## src/rtl/keysrch_pkg.sv

```systemverilog
package keysrch_pkg;

  localparam int unsigned REG_DW = 32;
  localparam int unsigned REG_BE = REG_DW / 8;

  // byte offsets
  localparam logic [7:0] OFS_PT     = 8'h00;
  localparam logic [7:0] OFS_CT     = 8'h08;
  localparam logic [7:0] OFS_SK_LO  = 8'h10;
  localparam logic [7:0] OFS_SK_HI  = 8'h14;
  localparam logic [7:0] OFS_CUR_LO = 8'h18;
  localparam logic [7:0] OFS_CUR_HI = 8'h1C;
  localparam logic [7:0] OFS_FK_LO  = 8'h20;
  localparam logic [7:0] OFS_FK_HI  = 8'h24;
  localparam logic [7:0] OFS_STAT   = 8'h28;

  typedef enum logic {CH_WAIT, CH_RUN} ch_state_e;
  typedef enum logic {SNAP_TRACK, SNAP_HOLD} snap_state_e;

  function automatic logic [REG_DW-1:0] strb_merge(
    input logic [REG_DW-1:0] old_w,
    input logic [REG_DW-1:0] new_w,
    input logic [REG_BE-1:0] be
  );
    logic [REG_DW-1:0] r;
    r = old_w;
    for (int b = 0; b < REG_BE; b++) begin
      if (be[b]) r[b*8 +: 8] = new_w[b*8 +: 8];
    end
    return r;
  endfunction

endpackage

```

## src/rtl/keysrch_wr_ch.sv

```systemverilog
module keysrch_wr_ch
  import keysrch_pkg::*;
(
  input  logic clk_i,
  input  logic rst_ni,
  input  logic awvalid_i,
  output logic awready_o,
  input  logic wvalid_i,
  output logic wready_o,
  output logic bvalid_o,
  input  logic bready_i,
  output logic we_o
);

  ch_state_e st_q;

  // AW and W are taken together in one beat
  assign awready_o = (st_q == CH_WAIT) && wvalid_i;
  assign wready_o  = (st_q == CH_WAIT) && awvalid_i;
  assign we_o      = (st_q == CH_WAIT) && awvalid_i && wvalid_i;
  assign bvalid_o  = (st_q == CH_RUN);

  always_ff @(posedge clk_i or negedge rst_ni) begin
    if (!rst_ni)                          st_q <= CH_WAIT;
    else if (we_o)                        st_q <= CH_RUN;
    else if (st_q == CH_RUN && bready_i)  st_q <= CH_WAIT;
  end

endmodule

```

## src/rtl/keysrch_rd_ch.sv

```systemverilog
module keysrch_rd_ch
  import keysrch_pkg::*;
(
  input  logic              clk_i,
  input  logic              rst_ni,
  input  logic              arvalid_i,
  output logic              arready_o,
  output logic              rvalid_o,
  input  logic              rready_i,
  input  logic [REG_DW-1:0] mux_i,
  output logic [REG_DW-1:0] rdata_o,
  output logic              re_o
);

  ch_state_e         st_q;
  logic [REG_DW-1:0] data_q;

  assign arready_o = (st_q == CH_WAIT);
  assign re_o      = arready_o && arvalid_i;
  assign rvalid_o  = (st_q == CH_RUN);
  assign rdata_o   = data_q;

  always_ff @(posedge clk_i or negedge rst_ni) begin
    if (!rst_ni) begin
      st_q   <= CH_WAIT;
      data_q <= '0;
    end else if (re_o) begin
      st_q   <= CH_RUN;
      data_q <= mux_i;
    end else if (st_q == CH_RUN && rready_i) begin
      st_q   <= CH_WAIT;
    end
  end

endmodule

```

## src/rtl/keysrch_snap.sv

```systemverilog
module keysrch_snap
  import keysrch_pkg::*;
#(
  parameter int unsigned KW = 56
) (
  input  logic          clk_i,
  input  logic          rst_ni,
  input  logic [KW-1:0] live_i,
  input  logic          rd_lo_i,
  input  logic          rd_hi_i,
  output logic [KW-1:0] snap_o
);

  snap_state_e st_q;
  logic [KW-1:0] snap_q;

  assign snap_o = snap_q;

  always_ff @(posedge clk_i or negedge rst_ni) begin
    if (!rst_ni) begin
      st_q   <= SNAP_TRACK;
      snap_q <= '0;
    end else begin
      if (st_q == SNAP_TRACK && !rd_lo_i) snap_q <= live_i;
      if (rd_lo_i)      st_q <= SNAP_HOLD;
      else if (rd_hi_i) st_q <= SNAP_TRACK;
    end
  end

endmodule

```

## src/rtl/keysrch_axil_regs.sv

```systemverilog
module keysrch_axil_regs
  import keysrch_pkg::*;
#(
  parameter int unsigned AW    = 8,
  parameter int unsigned KEY_W = 56,
  parameter int unsigned BLK_W = 64
) (
  input  logic              clk_i,
  input  logic              rst_ni,
  input  logic [AW-1:0]     awaddr_i,
  input  logic              awvalid_i,
  output logic              awready_o,
  input  logic [REG_DW-1:0] wdata_i,
  input  logic [REG_BE-1:0] wstrb_i,
  input  logic              wvalid_i,
  output logic              wready_o,
  output logic [1:0]        bresp_o,
  output logic              bvalid_o,
  input  logic              bready_i,
  input  logic [AW-1:0]     araddr_i,
  input  logic              arvalid_i,
  output logic              arready_o,
  output logic [REG_DW-1:0] rdata_o,
  output logic [1:0]        rresp_o,
  output logic              rvalid_o,
  input  logic              rready_i,
  output logic [BLK_W-1:0]  plain_o,
  output logic [BLK_W-1:0]  cipher_o,
  output logic [KEY_W-1:0]  start_key_o,
  output logic              start_o,
  output logic              stop_o,
  input  logic [KEY_W-1:0]  cur_key_i,
  input  logic              found_i,
  input  logic [KEY_W-1:0]  found_key_i,
  output logic              irq_o
);

  localparam int unsigned BLK_WORDS = BLK_W / REG_DW;
  localparam int unsigned KEY_HI_W  = KEY_W - REG_DW;

  logic              we, re, rd_lo, rd_hi, found_rise;
  logic              sk_lo_wr, sk_hi_wr;
  logic [REG_DW-1:0] rd_mux;
  logic [REG_DW-1:0] pt_w [BLK_WORDS];
  logic [REG_DW-1:0] ct_w [BLK_WORDS];
  logic [KEY_W-1:0]  sk_q, fkey_q, snap;
  logic              flag_q, found_d_q, irq_q, start_q, stop_q;

  assign bresp_o = 2'b00;
  assign rresp_o = 2'b00;

  keysrch_wr_ch u_wr (
    .clk_i, .rst_ni, .awvalid_i, .awready_o, .wvalid_i, .wready_o,
    .bvalid_o, .bready_i, .we_o(we)
  );

  keysrch_rd_ch u_rd (
    .clk_i, .rst_ni, .arvalid_i, .arready_o, .rvalid_o, .rready_i,
    .mux_i(rd_mux), .rdata_o, .re_o(re)
  );

  assign rd_lo = re && (araddr_i == AW'(OFS_CUR_LO));
  assign rd_hi = re && (araddr_i == AW'(OFS_CUR_HI));

  keysrch_snap #(.KW(KEY_W)) u_snap (
    .clk_i, .rst_ni, .live_i(cur_key_i), .rd_lo_i(rd_lo), .rd_hi_i(rd_hi),
    .snap_o(snap)
  );

  // plaintext / ciphertext word registers
  for (genvar i = 0; i < BLK_WORDS; i++) begin : g_blk
    always_ff @(posedge clk_i or negedge rst_ni) begin
      if (!rst_ni) begin
        pt_w[i] <= '0;
        ct_w[i] <= '0;
      end else if (we) begin
        if (awaddr_i == AW'(OFS_PT + 4 * i)) pt_w[i] <= strb_merge(pt_w[i], wdata_i, wstrb_i);
        if (awaddr_i == AW'(OFS_CT + 4 * i)) ct_w[i] <= strb_merge(ct_w[i], wdata_i, wstrb_i);
      end
    end
    assign plain_o[i*REG_DW +: REG_DW]  = pt_w[i];
    assign cipher_o[i*REG_DW +: REG_DW] = ct_w[i];
  end

  assign sk_lo_wr   = we && (awaddr_i == AW'(OFS_SK_LO));
  assign sk_hi_wr   = we && (awaddr_i == AW'(OFS_SK_HI));
  assign found_rise = found_i && !found_d_q;

  always_ff @(posedge clk_i or negedge rst_ni) begin
    if (!rst_ni) begin
      sk_q      <= '0;
      fkey_q    <= '0;
      flag_q    <= 1'b0;
      found_d_q <= 1'b0;
      irq_q     <= 1'b0;
      start_q   <= 1'b0;
      stop_q    <= 1'b0;
    end else begin
      if (sk_lo_wr) sk_q[REG_DW-1:0] <= strb_merge(sk_q[REG_DW-1:0], wdata_i, wstrb_i);
      if (sk_hi_wr) sk_q[KEY_W-1:REG_DW] <=
          KEY_HI_W'(strb_merge(REG_DW'(sk_q[KEY_W-1:REG_DW]), wdata_i, wstrb_i));
      start_q   <= sk_lo_wr;
      stop_q    <= sk_hi_wr;
      found_d_q <= found_i;
      irq_q     <= found_rise;
      if (found_rise) fkey_q <= found_key_i;
      // set wins over a coincident clear
      if (found_rise)    flag_q <= 1'b1;
      else if (sk_lo_wr) flag_q <= 1'b0;
    end
  end

  assign start_key_o = sk_q;
  assign start_o     = start_q;
  assign stop_o      = stop_q;
  assign irq_o       = irq_q;

  always_comb begin
    rd_mux = '0;
    for (int i = 0; i < BLK_WORDS; i++) begin
      if (araddr_i == AW'(OFS_PT + 4 * i)) rd_mux = pt_w[i];
      if (araddr_i == AW'(OFS_CT + 4 * i)) rd_mux = ct_w[i];
    end
    if (araddr_i == AW'(OFS_SK_LO))  rd_mux = sk_q[REG_DW-1:0];
    if (araddr_i == AW'(OFS_SK_HI))  rd_mux = REG_DW'(sk_q[KEY_W-1:REG_DW]);
    if (araddr_i == AW'(OFS_CUR_LO)) rd_mux = snap[REG_DW-1:0];
    if (araddr_i == AW'(OFS_CUR_HI)) rd_mux = REG_DW'(snap[KEY_W-1:REG_DW]);
    if (araddr_i == AW'(OFS_FK_LO))  rd_mux = fkey_q[REG_DW-1:0];
    if (araddr_i == AW'(OFS_FK_HI))  rd_mux = REG_DW'(fkey_q[KEY_W-1:REG_DW]);
    if (araddr_i == AW'(OFS_STAT))   rd_mux = REG_DW'(flag_q);
  end

endmodule

```

## config.mk

```make
export PLATFORM = sky130hd
export DESIGN_NAME = keysrch_axil_regs
export DESIGN_NICKNAME = d
export VERILOG_FILES = /design/src/rtl/keysrch_pkg.sv /design/src/rtl/keysrch_wr_ch.sv /design/src/rtl/keysrch_rd_ch.sv /design/src/rtl/keysrch_snap.sv /design/src/rtl/keysrch_axil_regs.sv
export SDC_FILE = /design/constraint.sdc
export NUM_CORES = 1
export LEC_CHECK = 0
export CELL_PAD_IN_SITES_DETAIL_PLACEMENT = 0
export CELL_PAD_IN_SITES_GLOBAL_PLACEMENT = 2
export CORE_ASPECT_RATIO = 0.75
export CORE_MARGIN = 3
export CORE_UTILIZATION = 33
export CTS_BUF_LIST = sky130_fd_sc_hd__clkbuf_4
export DETAILED_ROUTE_END_ITERATION = 10
export PLACE_DENSITY = 0.9
export SLEW_MARGIN = 20
export SYNTH_ARGS = -nofsm -noshare
export SYNTH_HDL_FRONTEND = slang
export SYNTH_SLANG_ARGS = --single-unit
```

## constraint.sdc

```tcl
create_clock -name clk_i -period 2.4 [get_ports clk_i]
set_input_delay 0.48 -clock clk_i [delete_from_list [all_inputs] [get_ports clk_i]]
set_output_delay 0.48 -clock clk_i [all_outputs]
set_load 0.05 [all_outputs]
```

==> metrics.txt, run 1 <==
status complete, no violations; crit share post-route 98.8%; pwr dens 596 nW/um2; Cells on Worst Hold Path 1; CP Buf/Inv Count 3; Seq cells post-synth 336; Worst-Margin Slew 0.624 ns; final-stage net count 1922; wirelength, routed 58.4 mm; critical path class input pin to register; relative max-transition margin 58.5%; Crit. path cell count 8; ordered list of cells on the worst path clkdlybuf4s50_1 > or2_2 > or3_1 > buf_4 > nor3_1 > nor2_1 > buf_4 > o22ai_1; Placed Instances 2244; first-pass GRT wire length 85.6 mm; synth unique cells 56; Setup TNS 0 ns; Detailed Place HPWL 44.9 mm; TritonRoute pass-1 iters 4; Rows 67; Starting DRT DRC Count 618; Final ANT Viol Nets 0; fin crit period 2.37 ns; I/O pins 400; core area 45200 um2; max-slew violations 0; post-synthesis sequential area ratio 55.1%; gr usage total 23.7%; Max Cap Violations 0; crit-path most repeated cell buf_4; Leak Pwr 11.2 nW; Setup Viol. Count Final 0; CP Capture Type register; WL/cell 24.3 um; Initial Util 33.8%; Non-Filler Instances 2405; Fin. Hold Viols 0; width of the die 254 um; Die Span Y 192 um; CP max stage cell clkdlybuf4s50_1; H-tree levels 3; ys flop type dfrtp_1; antenna violations before repair 5; routability congestion estimate 0.871; Peak VDD IR 0.332 mV; average via count per standard cell 5.17; crit-path max FO 6; mapped cell area 15300 um2; Clock Latency Late Sink 0.77 ns; Layout area overhead 44.4%; most frequent cells in the layout 336 x dfrtp_1, 284 x mux2_2, 214 x dlygate4sd2_1; Max Root-Sink Buffers 3; clock transition at the registers of the reported paths 0.07 ns; Yosys Warn Count 0; worst endpoint required time 3.08 ns; fmax 422 MHz; quantity of I/O buffers inserted on ports 395; vias in the first global route 13100; Worst EP arrival 3.05 ns; RSZ-0062 raised after global routing false; total CTS buffers 89; Worst Setup Start Kind input pin; DIE AREA 48900 um2; Cells after Synth 1177; Hold Crit Class input pin to register; delay-heaviest family, CP simple AND/OR/NAND/NOR gates; Post-synth EDFFs 0; postcts setup bufs 0; Root Buffer clkbuf_4; clk sinks 336; global route overflow 0; ys async rst share 100%; DRC Markers 0; synthesized area per cell 13.0 um2; CTS tree yes; reg2reg path depth 4; largest net degree at the start of global routing 87; Via Count 12400; Critical Path Max Stage Delay 0.61 ns; layout cells sized above 1 35.6%; commonest non-fill, non-tap cell in the layout dfrtp_1; skew final 0.0493 ns
-- power breakdown --
part / switching [mW] / internal, mW / leakage [nW] / total (mW)
registers: 0.197 / 5.94 / 4.41 / 6.14
clock network: 2.46 / 2.70 / 0.678 / 5.15
logic: 0.995 / 0.831 / 6.08 / 1.83
total: 3.65 / 9.47 / 11.2 / 13.1
-- layer usage --
metal | vias up | GRT usage, % | share of wire [%]
met5 | - | 0 | 0.067
li1 | 5607 | - | -
met3 | 68 | 8.23 | 8.7
met1 | 6297 | 32.5 | 45
met4 | 8 | 5.27 | 1.5
met2 | 446 | 36.1 | 45
-- logic make-up after synthesis --
logic type,count (synthesis),synth area share [%]
buf+inv,81,2.41
compound gates,205,9.51
mux,344,26.3
simple gates,210,6.67
flops,336,55.1
other cells,1,0.0246
-- repair_timing --
action                     CTS  global route
setup endpoints to repair  218             1
hold endpoints to repair   136             0
resized for setup          224             2
hold buffers                 1             0
gates cloned                 0             0
-- metrics by stage --
stage	utilization (%)	cell area, um2	hold slack (ns)	total power [mW]	setup slack, ns
floorplan	-	15300	0.184	7.09	0.193
global placement	46.8	21100	0.428	8.11	-0.672
detailed placement	46.8	21100	0.429	8.14	-0.676
CTS	48.8	22000	0.105	13.3	0.0131
global route	48.8	22000	0.124	13.8	0.00868
finish	48.8	22000	0.201	13.1	0.0279
-- Yosys cell counts (9+ instances only) --
library cell	n	area [um2]
o21ai_0	31	155
nor3_1	23	115
clkbuf_1	45	169
nor2b_1	10	62.6
and3_1	14	87.6
buf_2	15	75.1
mux2_2	284	3200
nand3_1	23	115
mux2_4	29	435
o22ai_1	26	163
dfrtp_1	336	8410
nand2_1	45	169
o221ai_1	30	263
a21oi_1	28	140
a22oi_1	15	113
buf_1	10	37.5
o2bb2ai_1	10	87.6
a221o_1	9	90.1
a22o_1	9	78.8
nor2_1	70	263
mux2i_1	26	260
-- sequential cells by signal, indices dropped and copies added (netlist names) --
| name | cells |
|---|---|
| cipher_o | 64 |
| fkey_q | 56 |
| flag_q | 1 |
| found_d_q | 1 |
| irq_o | 1 |
| plain_o | 64 |
| start_key_o | 56 |
| start_o | 1 |
| stop_o | 1 |
| u_rd.rdata_o | 32 |
| u_rd.rvalid_o | 1 |
| u_snap.snap_o | 56 |
| u_snap.st_q | 1 |
| u_wr.bvalid_o | 1 |
-- final cells by class --
| type | count | area, um2 |
|---|---|---|
| Tap cell | 586 | 733 |
| Inverter | 3 | 11.3 |
| Antenna cell | 3 | 7.51 |
| Timing Repair Buffer | 557 | 5200 |
| Sequential cell | 336 | 8410 |
| Fill cell | 4203 | 23200 |
| Clock buffer | 137 | 1030 |
| Multi-Input combinational cell | 763 | 6530 |
| Clock inverter | 20 | 118 |
-- path summary, 6_finish.rpt --
path                                                 end                         start  slack (ns)
setup reg to reg            u_rd.rdata_o[15]$_DFFE_PN0P_      cipher_o[47]$_DFFE_PN0P_        0.45
min in group asynchronous  u_snap.snap_o[53]$_DFFE_PN0P_                        rst_ni        0.22
max in group asynchronous  u_snap.snap_o[34]$_DFFE_PN0P_                        rst_ni        1.31
hold / removal                       found_d_q$_DFF_PN0_                       found_i        0.20
setup / recovery             u_rd.rdata_o[6]$_DFFE_PN0P_                   araddr_i[0]        0.03
hold reg to reg             u_rd.rdata_o[11]$_DFFE_PN0P_  u_rd.rdata_o[11]$_DFFE_PN0P_        0.49
(Power assumes the default switching activity.)
==> inputs of run 2 (changes only) <==
--- a/config.mk
+++ b/config.mk
@@ -7,7 +7,6 @@
 export LEC_CHECK = 0
 export CELL_PAD_IN_SITES_DETAIL_PLACEMENT = 0
 export CELL_PAD_IN_SITES_GLOBAL_PLACEMENT = 2
-export CORE_ASPECT_RATIO = 0.75
 export CORE_MARGIN = 3
 export CORE_UTILIZATION = 33
 export CTS_BUF_LIST = sky130_fd_sc_hd__clkbuf_4
==> run 2 against run 1 <==
- setup slack improved by 0.071 ns
- non-clock buffer count down 26
- final area is 0.17% lower
- clock power rose by 5.2%
- first-iteration DRC count is 26% higher
- critical endpoint is now start_key_o[0]
- largest power group unchanged
==> metrics.txt, run 2 (synthesized netlist as in run 1, its figures left out) <==
TritonRoute pass-1 iters 5 (was 4); Fin. Hold Viols 0 (unchanged); clock network power share 40.6% (was 39.3%); average via count per standard cell 5.17 (about the same); Setup Viol. Count Final 0 (unchanged); Detailed Place HPWL 43.3 mm (was 44.9 mm); wirelength, routed 57.8 mm (was 58.4 mm); RSZ-0062 raised after global routing false (unchanged); Sw Share 27.5% (was 27.8%); status complete, no violations (unchanged); Starting DRT DRC Count 781 (was 618); Hold Crit Class input pin to asynchronous set/reset pin (was input pin to register); Internal 9.68 mW (was 9.47 mW); WHS 0.172 ns (was 0.201 ns); crit share post-route 95.9% (was 98.8%); Leak Pwr 11.1 nW (was 11.2 nW); Worst Setup Start Kind register (was input pin); final-stage net count 1899 (was 1922); gr usage total 23.4% (was 23.7%); largest net degree at the start of global routing 65 (was 87); max-slew violations 0 (unchanged); Max Root-Sink Buffers 3 (unchanged); routability congestion estimate 0.910 (was 0.871); Initial Util 33.5% (was 33.8%); relative max-transition margin 45.1% (was 58.5%); Psw 3.67 mW (was 3.65 mW); sequential share of power 46.1% (was 46.8%); skew final 0.0347 ns (was 0.0493 ns); Layout area overhead 44.2% (was 44.4%); Setup TNS 0 ns (unchanged); fin crit period 2.30 ns (was 2.37 ns); total CTS buffers 92 (was 89); overall power 13.3 mW (was 13.1 mW); width of the die 221 um (was 254 um); reg2reg start cipher_o[47]$_DFFE_PN0P_ (unchanged); WL/cell 24.0 um (was 24.3 um); pwr dens 607 nW/um2 (was 596 nW/um2); design area 22000 um2 (about the same); Via Count 12400 (about the same); fmax 435 MHz (was 422 MHz); Rows 78 (was 67); Critical Path Max Stage Delay 0.62 ns (was 0.61 ns); Non-Filler Instances 2404 (was 2405); CP Capture Type output port (was register); CP max stage cell dlygate4sd2_1 (was clkdlybuf4s50_1); crit path capture start_key_o[0] (was u_rd.rdata_o[6]$_DFFE_PN0P_); Clock Latency Late Sink 0.81 ns (was 0.77 ns); Critical path origin start_key_o[0]$_DFFE_PN0P_ (was araddr_i[0]); layout cells sized above 1 34.6% (was 35.6%); Crit. path cell count 1 (was 8); H-tree levels 3 (unchanged); worst endpoint required time 1.92 ns (was 3.08 ns); Max Cap Violations 0 (unchanged); Placed Instances 2232 (was 2244); delay-heaviest family, CP buffers and inverters (was simple AND/OR/NAND/NOR gates); first-pass GRT wire length 86.4 mm (was 85.6 mm); vias in the first global route 13300 (was 13100); CTS tree yes (unchanged); antenna violations before repair 10 (was 5); commonest non-fill, non-tap cell in the layout dfrtp_1 (unchanged); core area 45500 um2 (was 45200 um2); Worst-Margin Slew 0.820 ns (was 0.624 ns); DRC Markers 0 (unchanged); post-placement cell area 21000 um2 (was 21100 um2); I/O pins 400 (unchanged); global route overflow 0 (unchanged); Worst EP arrival 1.82 ns (was 3.05 ns); clock transition at the registers of the reported paths 0.07 ns (about the same); combinational share of power 13.3% (was 13.9%); Root Buffer clkbuf_4 (unchanged); R2R Path End u_rd.rdata_o[15]$_DFFE_PN0P_ (unchanged); critical path class register to output port (was input pin to register); DIE AREA 48800 um2 (was 48900 um2); clk sinks 336 (unchanged); Peak VDD IR 0.324 mV (was 0.332 mV); R2R setup slack 0.43 ns (was 0.45 ns); CP Buf/Inv Count 1 (was 3); Die Span Y 221 um (was 192 um); FILL cells 4201 (was 4203); reg2reg path depth 4 (unchanged); most frequent cells in the layout 336 x dfrtp_1, 284 x mux2_2, 207 x dlygate4sd2_1 (was 336 x dfrtp_1, 284 x mux2_2, 214 x dlygate4sd2_1); ordered list of cells on the worst path dlygate4sd2_1 (was clkdlybuf4s50_1 > or2_2 > or3_1 > buf_4 > nor3_1 > nor2_1 > buf_4 > o22ai_1); Final ANT Viol Nets 0 (unchanged); quantity of I/O buffers inserted on ports 395 (unchanged); crit-path max FO 3 (was 6)
-- run 2: cell type report --
type	instances	area [um2]	area share (%)
Sequential cell	336	8410	38.2
Antenna cell	6	15.0	0.0683
Clock buffer	138	1040	4.71
Clock inverter	27	191	0.870
Inverter	3	11.3	0.0512
Tap cell	600	751	3.41
Multi-Input combinational cell	763	6520	29.6
Timing Repair Buffer	531	5060	23.0
-- run 2: how the worst min path moves through the flow --
stage,startpoint,endpoint,slack [ns],cells after the start
5_1_grt,rst_ni,cipher_o[54]$_DFFE_PN0P_,0.15,2
2_1_floorplan,rst_ni,cipher_o[0]$_DFFE_PN0P_,0.18,0
4_1_cts,rst_ni,cipher_o[54]$_DFFE_PN0P_,0.07,2
3_5_place_dp,rst_ni,u_rd.rdata_o[16]$_DFFE_PN0P_,0.40,1
6_report,rst_ni,u_rd.rdata_o[18]$_DFFE_PN0P_,0.17,2
3_3_place_gp,rst_ni,u_rd.rdata_o[16]$_DFFE_PN0P_,0.40,1
-- run 2: power by group through the flow --
stage	clock network (mW)	logic (mW)	registers, mW
6_report	5.42	1.77	6.15
5_1_grt	5.91	1.89	6.18
4_1_cts	5.62	1.79	6.15
3_5_place_dp	0	1.84	6.25
3_3_place_gp	0	1.81	6.25
2_1_floorplan	0	0.648	6.44
-- run 2: timing repair --
item,CTS,global route
hold buffers,1,0
setup buffers,0,0
endpoints found under the hold margin,336,0
resized for setup,244,2
endpoints found under the setup margin,222,2
-- run 2: stage by stage --
step | util, % | setup slack, ns
after floorplan | - | 0.193
after global placement | 46.2 | -0.316
after detailed placement | 46.2 | -0.369
after CTS | 48.4 | 0.000542
after global routing | 48.4 | 0.00756
final | 48.4 | 0.0991
-- run 2: layer usage --
metal	vias up	global-route usage (%)	wire length, um
li1	5556	-	-
met1	6243	31.4	25800
met2	495	34.9	25500
met3	129	6.38	3990
met4	0	11.4	2510
met5	-	0	0
